$ cat src/rtl/mdio_pkg.sv
// Package: shared constants and types for the management slave.
// Assumes a 5-bit register address space with 16-bit registers.
package mdio_pkg;
    localparam int MDIO_AW = 5;
    localparam int MDIO_DW = 16;

    typedef logic [MDIO_AW-1:0] reg_addr_t;

    // Frame decoder states, in the order the fields arrive
    typedef enum logic [2:0] {
        FR_PRE, FR_START, FR_OP, FR_PHY, FR_REG, FR_TA1, FR_TA2, FR_DATA
    } frame_state_t;

    // Register locations whose position software depends on
    localparam reg_addr_t LOC_CTRL  = 5'd0;
    localparam reg_addr_t LOC_STAT  = 5'd1;
    localparam reg_addr_t LOC_IDHI  = 5'd2;
    localparam reg_addr_t LOC_IDLO  = 5'd3;
    localparam reg_addr_t LOC_ADV   = 5'd4;
    localparam reg_addr_t LOC_STRAP = 5'd25;

    // Control word bit positions
    localparam int CB_RESET   = 15;
    localparam int CB_SPEED   = 13;
    localparam int CB_ISOLATE = 10;
    localparam int CB_RESTART = 9;

    localparam logic [MDIO_DW-1:0] CTRL_WMASK = 16'hFF80;

    // True for the reserved windows of the address map
    function automatic logic loc_reserved(input reg_addr_t a);
        return ((a >= 5'd7) && (a <= 5'd17)) || (a >= 5'd29);
    endfunction
endpackage

$ cat src/rtl/mdio_frame_rx.sv
// Module: serial frame decoder and read-data shifter.
// It samples mdio_in on each rising clock edge and walks through the frame
// fields. It drives mdio_out/mdio_oe for reads addressed to it, and it
// issues a one-cycle write strobe after the last data bit of a matching
// write. Assumes the station keeps to the frame layout and that the bit
// clock is the block clock.
module mdio_frame_rx
    import mdio_pkg::*;
#(
    parameter int PRE_LEN = 32,
    parameter int AW      = MDIO_AW,
    parameter int DW      = MDIO_DW
) (
    input  logic          clk,
    input  logic          rst_n,
    input  logic          mdio_in,
    input  logic [AW-1:0] my_addr,
    input  logic [DW-1:0] rd_data,
    output logic          mdio_out,
    output logic          mdio_oe,
    output logic [AW-1:0] reg_addr,
    output logic          wr_en,
    output logic [DW-1:0] wr_data,
    output logic          rd_pulse
);
    localparam int PCW = $clog2(PRE_LEN + 1);
    localparam int BCW = $clog2(DW);
    localparam logic [PCW-1:0] PRE_MAX  = PCW'(PRE_LEN);
    localparam logic [BCW-1:0] AW_LAST  = BCW'(AW - 1);
    localparam logic [BCW-1:0] DW_LAST  = BCW'(DW - 1);

    frame_state_t   state;
    logic [PCW-1:0] pre_cnt;
    logic [BCW-1:0] bit_cnt;
    logic           op_hi;
    logic           is_read;
    logic           hit;
    logic [AW-1:0]  phy_sh;
    logic [AW-1:0]  reg_sh;
    logic [DW-1:0]  sh;
    logic [AW-1:0]  phy_next;
    logic           addr_hit;
    logic           read_hit;

    // Address match on the completed PHY field: own address or broadcast
    always_comb begin
        phy_next = {phy_sh[AW-2:0], mdio_in};
        addr_hit = (phy_next == my_addr) || (phy_next == '0);
        read_hit = is_read && hit;
    end

    // Strobes and data handed to the register bank
    always_comb begin
        reg_addr = reg_sh;
        wr_data  = {sh[DW-2:0], mdio_in};
        wr_en    = (state == FR_DATA) && (bit_cnt == DW_LAST) && !is_read && hit;
        rd_pulse = (state == FR_TA2) && read_hit;
    end

    // Frame field sequencer and output driver
    always_ff @(posedge clk) begin
        if (!rst_n) begin
            state    <= FR_PRE;
            pre_cnt  <= '0;
            bit_cnt  <= '0;
            op_hi    <= 1'b0;
            is_read  <= 1'b0;
            hit      <= 1'b0;
            phy_sh   <= '0;
            reg_sh   <= '0;
            sh       <= '0;
            mdio_oe  <= 1'b0;
            mdio_out <= 1'b0;
        end else begin
            case (state)
                FR_PRE: begin
                    if (mdio_in) begin
                        if (pre_cnt != PRE_MAX) pre_cnt <= pre_cnt + 1'b1;
                    end else begin
                        if (pre_cnt == PRE_MAX) state <= FR_START;
                        pre_cnt <= '0;
                    end
                end
                FR_START: begin
                    bit_cnt <= '0;
                    state   <= mdio_in ? FR_OP : FR_PRE;
                end
                FR_OP: begin
                    if (bit_cnt == '0) begin
                        op_hi   <= mdio_in;
                        bit_cnt <= 1'b1;
                    end else begin
                        bit_cnt <= '0;
                        if (op_hi != mdio_in) begin
                            is_read <= op_hi;
                            state   <= FR_PHY;
                        end else begin
                            state <= FR_PRE;
                        end
                    end
                end
                FR_PHY: begin
                    phy_sh <= phy_next;
                    if (bit_cnt == AW_LAST) begin
                        bit_cnt <= '0;
                        hit     <= addr_hit;
                        state   <= FR_REG;
                    end else begin
                        bit_cnt <= bit_cnt + 1'b1;
                    end
                end
                FR_REG: begin
                    reg_sh <= {reg_sh[AW-2:0], mdio_in};
                    if (bit_cnt == AW_LAST) begin
                        bit_cnt <= '0;
                        state   <= FR_TA1;
                    end else begin
                        bit_cnt <= bit_cnt + 1'b1;
                    end
                end
                FR_TA1: begin
                    if (read_hit) begin
                        mdio_oe  <= 1'b1;
                        mdio_out <= 1'b0;
                    end
                    state <= FR_TA2;
                end
                FR_TA2: begin
                    sh      <= rd_data;
                    bit_cnt <= '0;
                    if (read_hit) mdio_out <= rd_data[DW-1];
                    state   <= FR_DATA;
                end
                FR_DATA: begin
                    sh <= {sh[DW-2:0], mdio_in};
                    if (bit_cnt == DW_LAST) begin
                        mdio_oe  <= 1'b0;
                        mdio_out <= 1'b0;
                        bit_cnt  <= '0;
                        state    <= FR_PRE;
                    end else begin
                        bit_cnt <= bit_cnt + 1'b1;
                        if (read_hit) mdio_out <= sh[DW-2];
                    end
                end
                default: state <= FR_PRE;
            endcase
        end
    end
endmodule

$ cat src/rtl/mdio_regbank.sv
// Module: the management register bank.
// It holds the control and advertisement words, the strapped address and
// the latched-low link bit, and it assembles the read-only words from
// parameters and status inputs. Assumes wr_en and rd_pulse are single-cycle
// strobes from the frame decoder.
module mdio_regbank
    import mdio_pkg::*;
#(
    parameter int              AW       = MDIO_AW,
    parameter int              DW       = MDIO_DW,
    parameter logic [DW-1:0]   ID_HI    = 16'h0A5C,
    parameter logic [DW-1:0]   ID_LO    = 16'h3E21,
    parameter logic [4:0]      ABILITY  = 5'b01111,
    parameter logic [DW-1:0]   CTRL_RST = 16'h3000,
    parameter logic [DW-1:0]   ADV_RST  = 16'h01E1
) (
    input  logic          clk,
    input  logic          rst_n,
    input  logic [AW-1:0] strap_addr,
    input  logic [AW-1:0] addr,
    input  logic          wr_en,
    input  logic [DW-1:0] wr_data,
    input  logic          rd_pulse,
    input  logic          an_complete,
    input  logic          remote_fault,
    input  logic          link_up,
    input  logic          jabber,
    output logic [DW-1:0] rd_data,
    output logic [DW-1:0] ctrl_q,
    output logic [AW-1:0] my_addr,
    output logic          link_latched
);
    logic [DW-1:0] adv_q;
    logic [DW-1:0] status_word;
    logic [DW-1:0] strap_word;
    logic          wr_ok;

    // Writes reach only non-reserved locations
    always_comb wr_ok = wr_en && !loc_reserved(addr);

    // Strap capture while reset is held
    always_ff @(posedge clk) begin
        if (!rst_n) my_addr <= strap_addr;
    end

    // Control word: reset value, masked writes, self-clearing strobes
    always_ff @(posedge clk) begin
        if (!rst_n) begin
            ctrl_q <= CTRL_RST;
            ctrl_q[CB_ISOLATE] <= CTRL_RST[CB_ISOLATE] | (strap_addr == '0);
        end else if (wr_ok && (addr == LOC_CTRL)) begin
            ctrl_q <= wr_data & CTRL_WMASK;
        end else begin
            ctrl_q[CB_RESET]   <= 1'b0;
            ctrl_q[CB_RESTART] <= 1'b0;
        end
    end

    // Advertisement word: plain read/write storage
    always_ff @(posedge clk) begin
        if (!rst_n) adv_q <= ADV_RST;
        else if (wr_ok && (addr == LOC_ADV)) adv_q <= wr_data;
    end

    // Link latch: drops with the link, reloads after a status read
    always_ff @(posedge clk) begin
        if (!rst_n) link_latched <= 1'b0;
        else if (rd_pulse && (addr == LOC_STAT)) link_latched <= link_up;
        else if (!link_up) link_latched <= 1'b0;
    end

    // Read-only words built from inputs and parameters
    always_comb begin
        status_word = {ABILITY, 5'b0, an_complete, remote_fault, 1'b1,
                       link_latched, jabber, 1'b1};
        strap_word  = '0;
        strap_word[6]    = ~ctrl_q[CB_SPEED];
        strap_word[4:0]  = my_addr;
    end

    // Read multiplexer; unimplemented and reserved words read zero
    always_comb begin
        case (addr)
            LOC_CTRL:  rd_data = ctrl_q;
            LOC_STAT:  rd_data = status_word;
            LOC_IDHI:  rd_data = ID_HI;
            LOC_IDLO:  rd_data = ID_LO;
            LOC_ADV:   rd_data = adv_q;
            LOC_STRAP: rd_data = strap_word;
            default:   rd_data = '0;
        endcase
    end
endmodule

$ cat src/rtl/mdio_mgmt_slave.sv
// Module: top of the management slave.
// It joins the frame decoder to the register bank and brings the control
// word out for the rest of the PHY. Assumes MDC is the only clock and that
// the straps are stable while reset is held.
module mdio_mgmt_slave
    import mdio_pkg::*;
#(
    parameter int            PRE_LEN = 32,
    parameter logic [15:0]   ID_HI   = 16'h0A5C,
    parameter logic [15:0]   ID_LO   = 16'h3E21,
    parameter logic [4:0]    ABILITY = 5'b01111
) (
    input  logic        mdc,
    input  logic        rst_n,
    input  logic        mdio_in,
    output logic        mdio_out,
    output logic        mdio_oe,
    input  logic [4:0]  strap_addr,
    input  logic        an_complete,
    input  logic        remote_fault,
    input  logic        link_up,
    input  logic        jabber,
    output logic [15:0] ctrl_word
);
    logic [MDIO_AW-1:0] my_addr;
    logic [MDIO_AW-1:0] reg_addr;
    logic [MDIO_DW-1:0] rd_data;
    logic [MDIO_DW-1:0] wr_data;
    logic               wr_en;
    logic               rd_pulse;
    logic               link_latched;

    mdio_frame_rx #(
        .PRE_LEN (PRE_LEN),
        .AW      (MDIO_AW),
        .DW      (MDIO_DW)
    ) frame_i (
        .clk      (mdc),
        .rst_n    (rst_n),
        .mdio_in  (mdio_in),
        .my_addr  (my_addr),
        .rd_data  (rd_data),
        .mdio_out (mdio_out),
        .mdio_oe  (mdio_oe),
        .reg_addr (reg_addr),
        .wr_en    (wr_en),
        .wr_data  (wr_data),
        .rd_pulse (rd_pulse)
    );

    mdio_regbank #(
        .AW      (MDIO_AW),
        .DW      (MDIO_DW),
        .ID_HI   (ID_HI),
        .ID_LO   (ID_LO),
        .ABILITY (ABILITY)
    ) bank_i (
        .clk          (mdc),
        .rst_n        (rst_n),
        .strap_addr   (strap_addr),
        .addr         (reg_addr),
        .wr_en        (wr_en),
        .wr_data      (wr_data),
        .rd_pulse     (rd_pulse),
        .an_complete  (an_complete),
        .remote_fault (remote_fault),
        .link_up      (link_up),
        .jabber       (jabber),
        .rd_data      (rd_data),
        .ctrl_q       (ctrl_word),
        .my_addr      (my_addr),
        .link_latched (link_latched)
    );
endmodule

$ cat config.mk
export PLATFORM = sky130hd
export DESIGN_NAME = mdio_mgmt_slave
export DESIGN_NICKNAME = d
export VERILOG_FILES = /design/src/rtl/mdio_pkg.sv /design/src/rtl/mdio_frame_rx.sv /design/src/rtl/mdio_regbank.sv /design/src/rtl/mdio_mgmt_slave.sv
export SDC_FILE = /design/constraint.sdc
export NUM_CORES = 1
export LEC_CHECK = 0
export ABC_CLOCK_PERIOD_IN_PS = 2060
export BUFFER_PORTS_ARGS = -buffer_cell sky130_fd_sc_hd__buf_2
export CAP_MARGIN = 20
export CELL_PAD_IN_SITES_DETAIL_PLACEMENT = 0
export CELL_PAD_IN_SITES_GLOBAL_PLACEMENT = 1
export CORE_MARGIN = 1
export CORE_UTILIZATION = 41
export DETAILED_ROUTE_END_ITERATION = 8
export HOLD_SLACK_MARGIN = 0.06
export PLACE_DENSITY = 0.76
export SYNTH_ARGS = -nofsm -noshare
export SYNTH_HDL_FRONTEND = slang
export SYNTH_SLANG_ARGS = --single-unit
$ cat constraint.sdc
create_clock -name mdc -period 2.06 [get_ports mdc]
set_input_delay 0.412 -clock mdc [delete_from_list [all_inputs] [get_ports mdc]]
set_output_delay 0.412 -clock mdc [all_outputs]
set_load 0.02 [all_outputs]
==> flow_metrics.py <==
metrics = {
    "clocking": {
        "hold_buffers": 0,
        "postCtsSetupBuffers": 0,
        "clkSlewWorstSetupHoldPaths_ns": 0.09,
        "cts_made_buffers": 9,
        "clock_path_buffers": 2,
        "h-tree-depth": 3,
        "clock-sinks": 73,
        "cts_tree": "yes",
        "worstSkewPairLatency_ns": 0.37,
        "cts-root-buf": "clkbuf_8",
    },
    "pwr": {
        "p_comb_frac": 0.034,
        "power_density_nw_per_um2": 616,
        "seqPwrFrac": 0.552,
        "p_sw_frac": 0.266,
        "ir_worst_vdd_mv": 0.410,
        "p_int_mw": 1.93,
        "p_sw_mw": 0.698,
        "p_leak_nw": 1.77,
        "clockPowerShare": 0.414,
    },
    "floorplan": {
        "core_um2": 8760,
        "dieArea_um2": 9460,
        "initial_core_util": 0.425,
        "rows": 34,
        "die_y_um": 97.3,
        "dieWidth_um": 97.3,
        "num_io_pins": 30,
    },
    "cells_and_area": {
        "nets": 491,
        "multi_input_area_um2": 1970,
        "fillers": 854,
        "ff_latch_area_um2": 1530,
        "syn_to_final_growth_pct": 14.5,
        "drive_gt1_frac": 0.194,
        "antenna_cells": 0,
    },
    "logic_synthesis": {
        "yosysTopAreaCellShare": 0.360,
        "syn_avg_cell_area_um2": 8.46,
        "ys_top_cells_by_count": "67 x dfxtp_1, 56 x nor2_1, 47 x nand2_1",
        "yosysSeqAreaShare": 0.409,
        "yosys-top-cells-area": "dfxtp_1 36%, mux2i_1 8.1%, nor2_1 5.6%, edfxtp_1 4.8%, nand2_1 4.7%",
        "synthMostInstantiatedCell": "dfxtp_1",
        "ys.flop_type": "dfxtp_1",
        "synth_area_um2": 3720,
        "synth_edf_count": 6,
        "synth_cells": 440,
        "synth_seq_cells": 73,
        "synth-async-reset-ratio": 0,
        "yosys.area.top_type": "dfxtp_1",
        "synth.distinct_cells": 61,
        "ys_warn_count": 0,
    },
    "min_path": {
        "hp-start": "strap_addr[2]",
        "holdPathEnd": "bank_i.my_addr[2]$_DFFE_PN_",
        "hold_path_class": "in2reg",
        "min_path_cells": 1,
    },
    "placed_design": {
        "hpwl_um": 6370,
        "port_buffers": 22,
        "gp_congestion": 0.752,
        "pre_cts_ws_ns": -0.0490,
    },
    "outcome": {
        "violations": "negative setup slack",
        "status": "complete, but fails checks",
    },
    "drt": {
        "routedWlPerCell_um": 16.2,
        "routed_wl_um": 9530,
        "via_per_inst": 5.55,
        "drtIter0Drc": 135,
        "drc_errors": 0,
        "dr.pass1.iters": 5,
        "ant_nets": 0,
        "vias": 3263,
    },
    "global_route": {
        "antenna_found_initial": 0,
        "grt_pass1_vias": 3120,
        "grt_max_degree": 30,
        "grt_pass1_wl_um": 15800,
        "grtUsageTotal": 0.211,
        "gr-total-overflow": 0,
    },
    "sta": {
        "period_share": 1.01,
        "setup-violations-final": 5,
        "finalCriticalPeriod_ns": 2.08,
        "rsz0062_at_grt": "yes",
        "fin_worst_skew_ns": 0.0124,
        "slew_violations": 0,
        "worst_slack_ns": -0.0203,
        "fin_hold_ws_ns": 0.238,
        "finalHoldViolations": 0,
        "fmax_mhz": 481,
    },
    "setup_path": {
        "critical_path_class": "reg2reg",
        "start_kind": "flop",
        "cp.arrival_ns": 2.31,
        "critPathMostFrequentCell": "or4_4",
        "cp_cell_sequence": "or4_4, or4_4, or2_4, buf_12, mux2i_1, nand2_1",
        "rrSetupSlack_ns": -0.02,
        "timing.rr.end": "bank_i.adv_q[5]$_SDFFE_PN1P_",
        "slowest_delay_ns": 0.54,
        "cp.required_ns": 2.29,
        "cpMaxStageDelayCell": "or4_4",
        "cp-end-kind": "flop",
        "timing.rr.start": "frame_i.reg_addr[4]$_SDFFE_PN0P_",
        "crit_fanout": 13,
        "reg2reg_depth": 6,
    },
    "flow_run": {
        "maxCapViolCount": 0,
    },
}
cells by family (layout without fill, tap and decap cells):
family,Yosys count,after routing,share of synthesized area
AO/OA/AOI/OAI,96,96,0.164
XOR/XNOR,8,8,0.0188
other,1,7,0.00101
multiplexers,34,34,0.0928
adder cells (fa/ha/maj),4,4,0.0135
flip-flops,73,73,0.409
buffers and inverters,51,85,0.0770
AND/OR/NAND/NOR,173,173,0.224
per-layer routing:
layer	global-route usage	vias up	share of wire
li1	-	1618	-
met1	0.289	1567	0.50
met2	0.339	67	0.46
met3	0.0460	11	0.034
met4	0.0543	0	0.013
met5	0	-	0
per-stage QoR:
stage | instance area, um^2 | cells | setup TNS (ns) | util | power [mW]
after detailed placement | 4040 | 572 | -0.115 | 0.461 | 1.57
final | 4260 | 588 | -0.0525 | 0.486 | 2.62
after global placement | 4040 | 572 | -0.0110 | 0.461 | 1.57
after floorplan | 3750 | 446 | -0.00995 | - | 1.55
after CTS | 4250 | 588 | -0.00897 | 0.485 | 2.64
after global routing | 4260 | 588 | -0.893 | 0.486 | 2.72
sequential cells by signal, summed over array words and instances, names as in the netlist:
register,flops
frame_i.mdio_out,1
frame_i.hit,1
frame_i.phy_sh,4
bank_i.my_addr,5
frame_i.mdio_oe,1
frame_i.bit_cnt,4
frame_i.state,3
frame_i.is_read,1
frame_i.sh,15
frame_i.reg_addr,5
frame_i.pre_cnt,6
bank_i.ctrl_q,9
bank_i.link_latched,1
frame_i.op_hi,1
bank_i.adv_q,16
power by group through the flow:
stage	Combinational, mW	Clock (mW)	Sequential [mW]
floorplan	0.0736	0	1.48
global placement	0.0872	0	1.48
CTS	0.0903	1.10	1.45
detailed placement	0.0901	0	1.48
global route	0.0986	1.17	1.45
finish	0.0894	1.09	1.45
cell type report:
class                           instances  area share
Multi-Input combinational cell        322       0.462
Sequential cell                        73       0.358
Timing Repair Buffer                   55      0.0928
Tap cell                              108      0.0317
Clock buffer                            9      0.0291
Clock inverter                          7      0.0138
Inverter                               14      0.0123
worst max-delay path, delay by kind of cell (launching register included):
family        cells  cell delay (ns)
flops             1             0.34
simple gates      4             1.31
mux               1             0.14
buf+inv           1             0.16
cells in the final DEF (no fill, tap or decap), types with 3 or more instances in the layout:
cell type   n
and3_1      5
inv_6       5
buf_4      30
edfxtp_1    6
nand2_1    47
a22o_1      3
nor2_1     56
xor2_1      5
or2_2       3
nand3_1    12
nand4_1     8
xnor2_1     3
mux2_2      4
a21oi_1    27
buf_2      22
o21ai_0    20
a31oi_1    10
nor3_1      8
conb_1      7
inv_1      13
dfxtp_1    64
mux2i_1    30
a21o_1      4
buf_12      3
nor2b_1     7
or3_1       5
or4_4       3
o22ai_1     5
nand3b_1    3
ha_1        3
a22oi_1     5
clkbuf_8    9
dfxtp_2     3
what timing repair did:
action                                  4_1_cts  5_1_grt
pin swaps                                     1        0
endpoints found under the setup margin       25       22
resized for setup                             6        4
hold endpoints to repair                      0        0
how the worst max path moves through the flow:
stage | startpoint | endpoint | slack (ns) | cells past startpoint
after floorplan | frame_i.reg_addr[4]$_SDFFE_PN0P_ | bank_i.adv_q[14]$_SDFFE_PN0P_ | -0.003 | 7
after global placement | frame_i.reg_addr[4]$_SDFFE_PN0P_ | bank_i.ctrl_q[10]$_DFFE_PP_ | -0.01 | 4
after detailed placement | frame_i.reg_addr[4]$_SDFFE_PN0P_ | bank_i.ctrl_q[10]$_DFFE_PP_ | -0.05 | 4
after CTS | frame_i.reg_addr[4]$_SDFFE_PN0P_ | bank_i.adv_q[0]$_SDFFE_PN1P_ | -0.005 | 6
after global routing | frame_i.reg_addr[4]$_SDFFE_PN0P_ | bank_i.adv_q[0]$_SDFFE_PN1P_ | -0.08 | 6
final | frame_i.reg_addr[4]$_SDFFE_PN0P_ | bank_i.adv_q[5]$_SDFFE_PN1P_ | -0.02 | 6
Note: power is estimated with default switching activity, not from simulation.
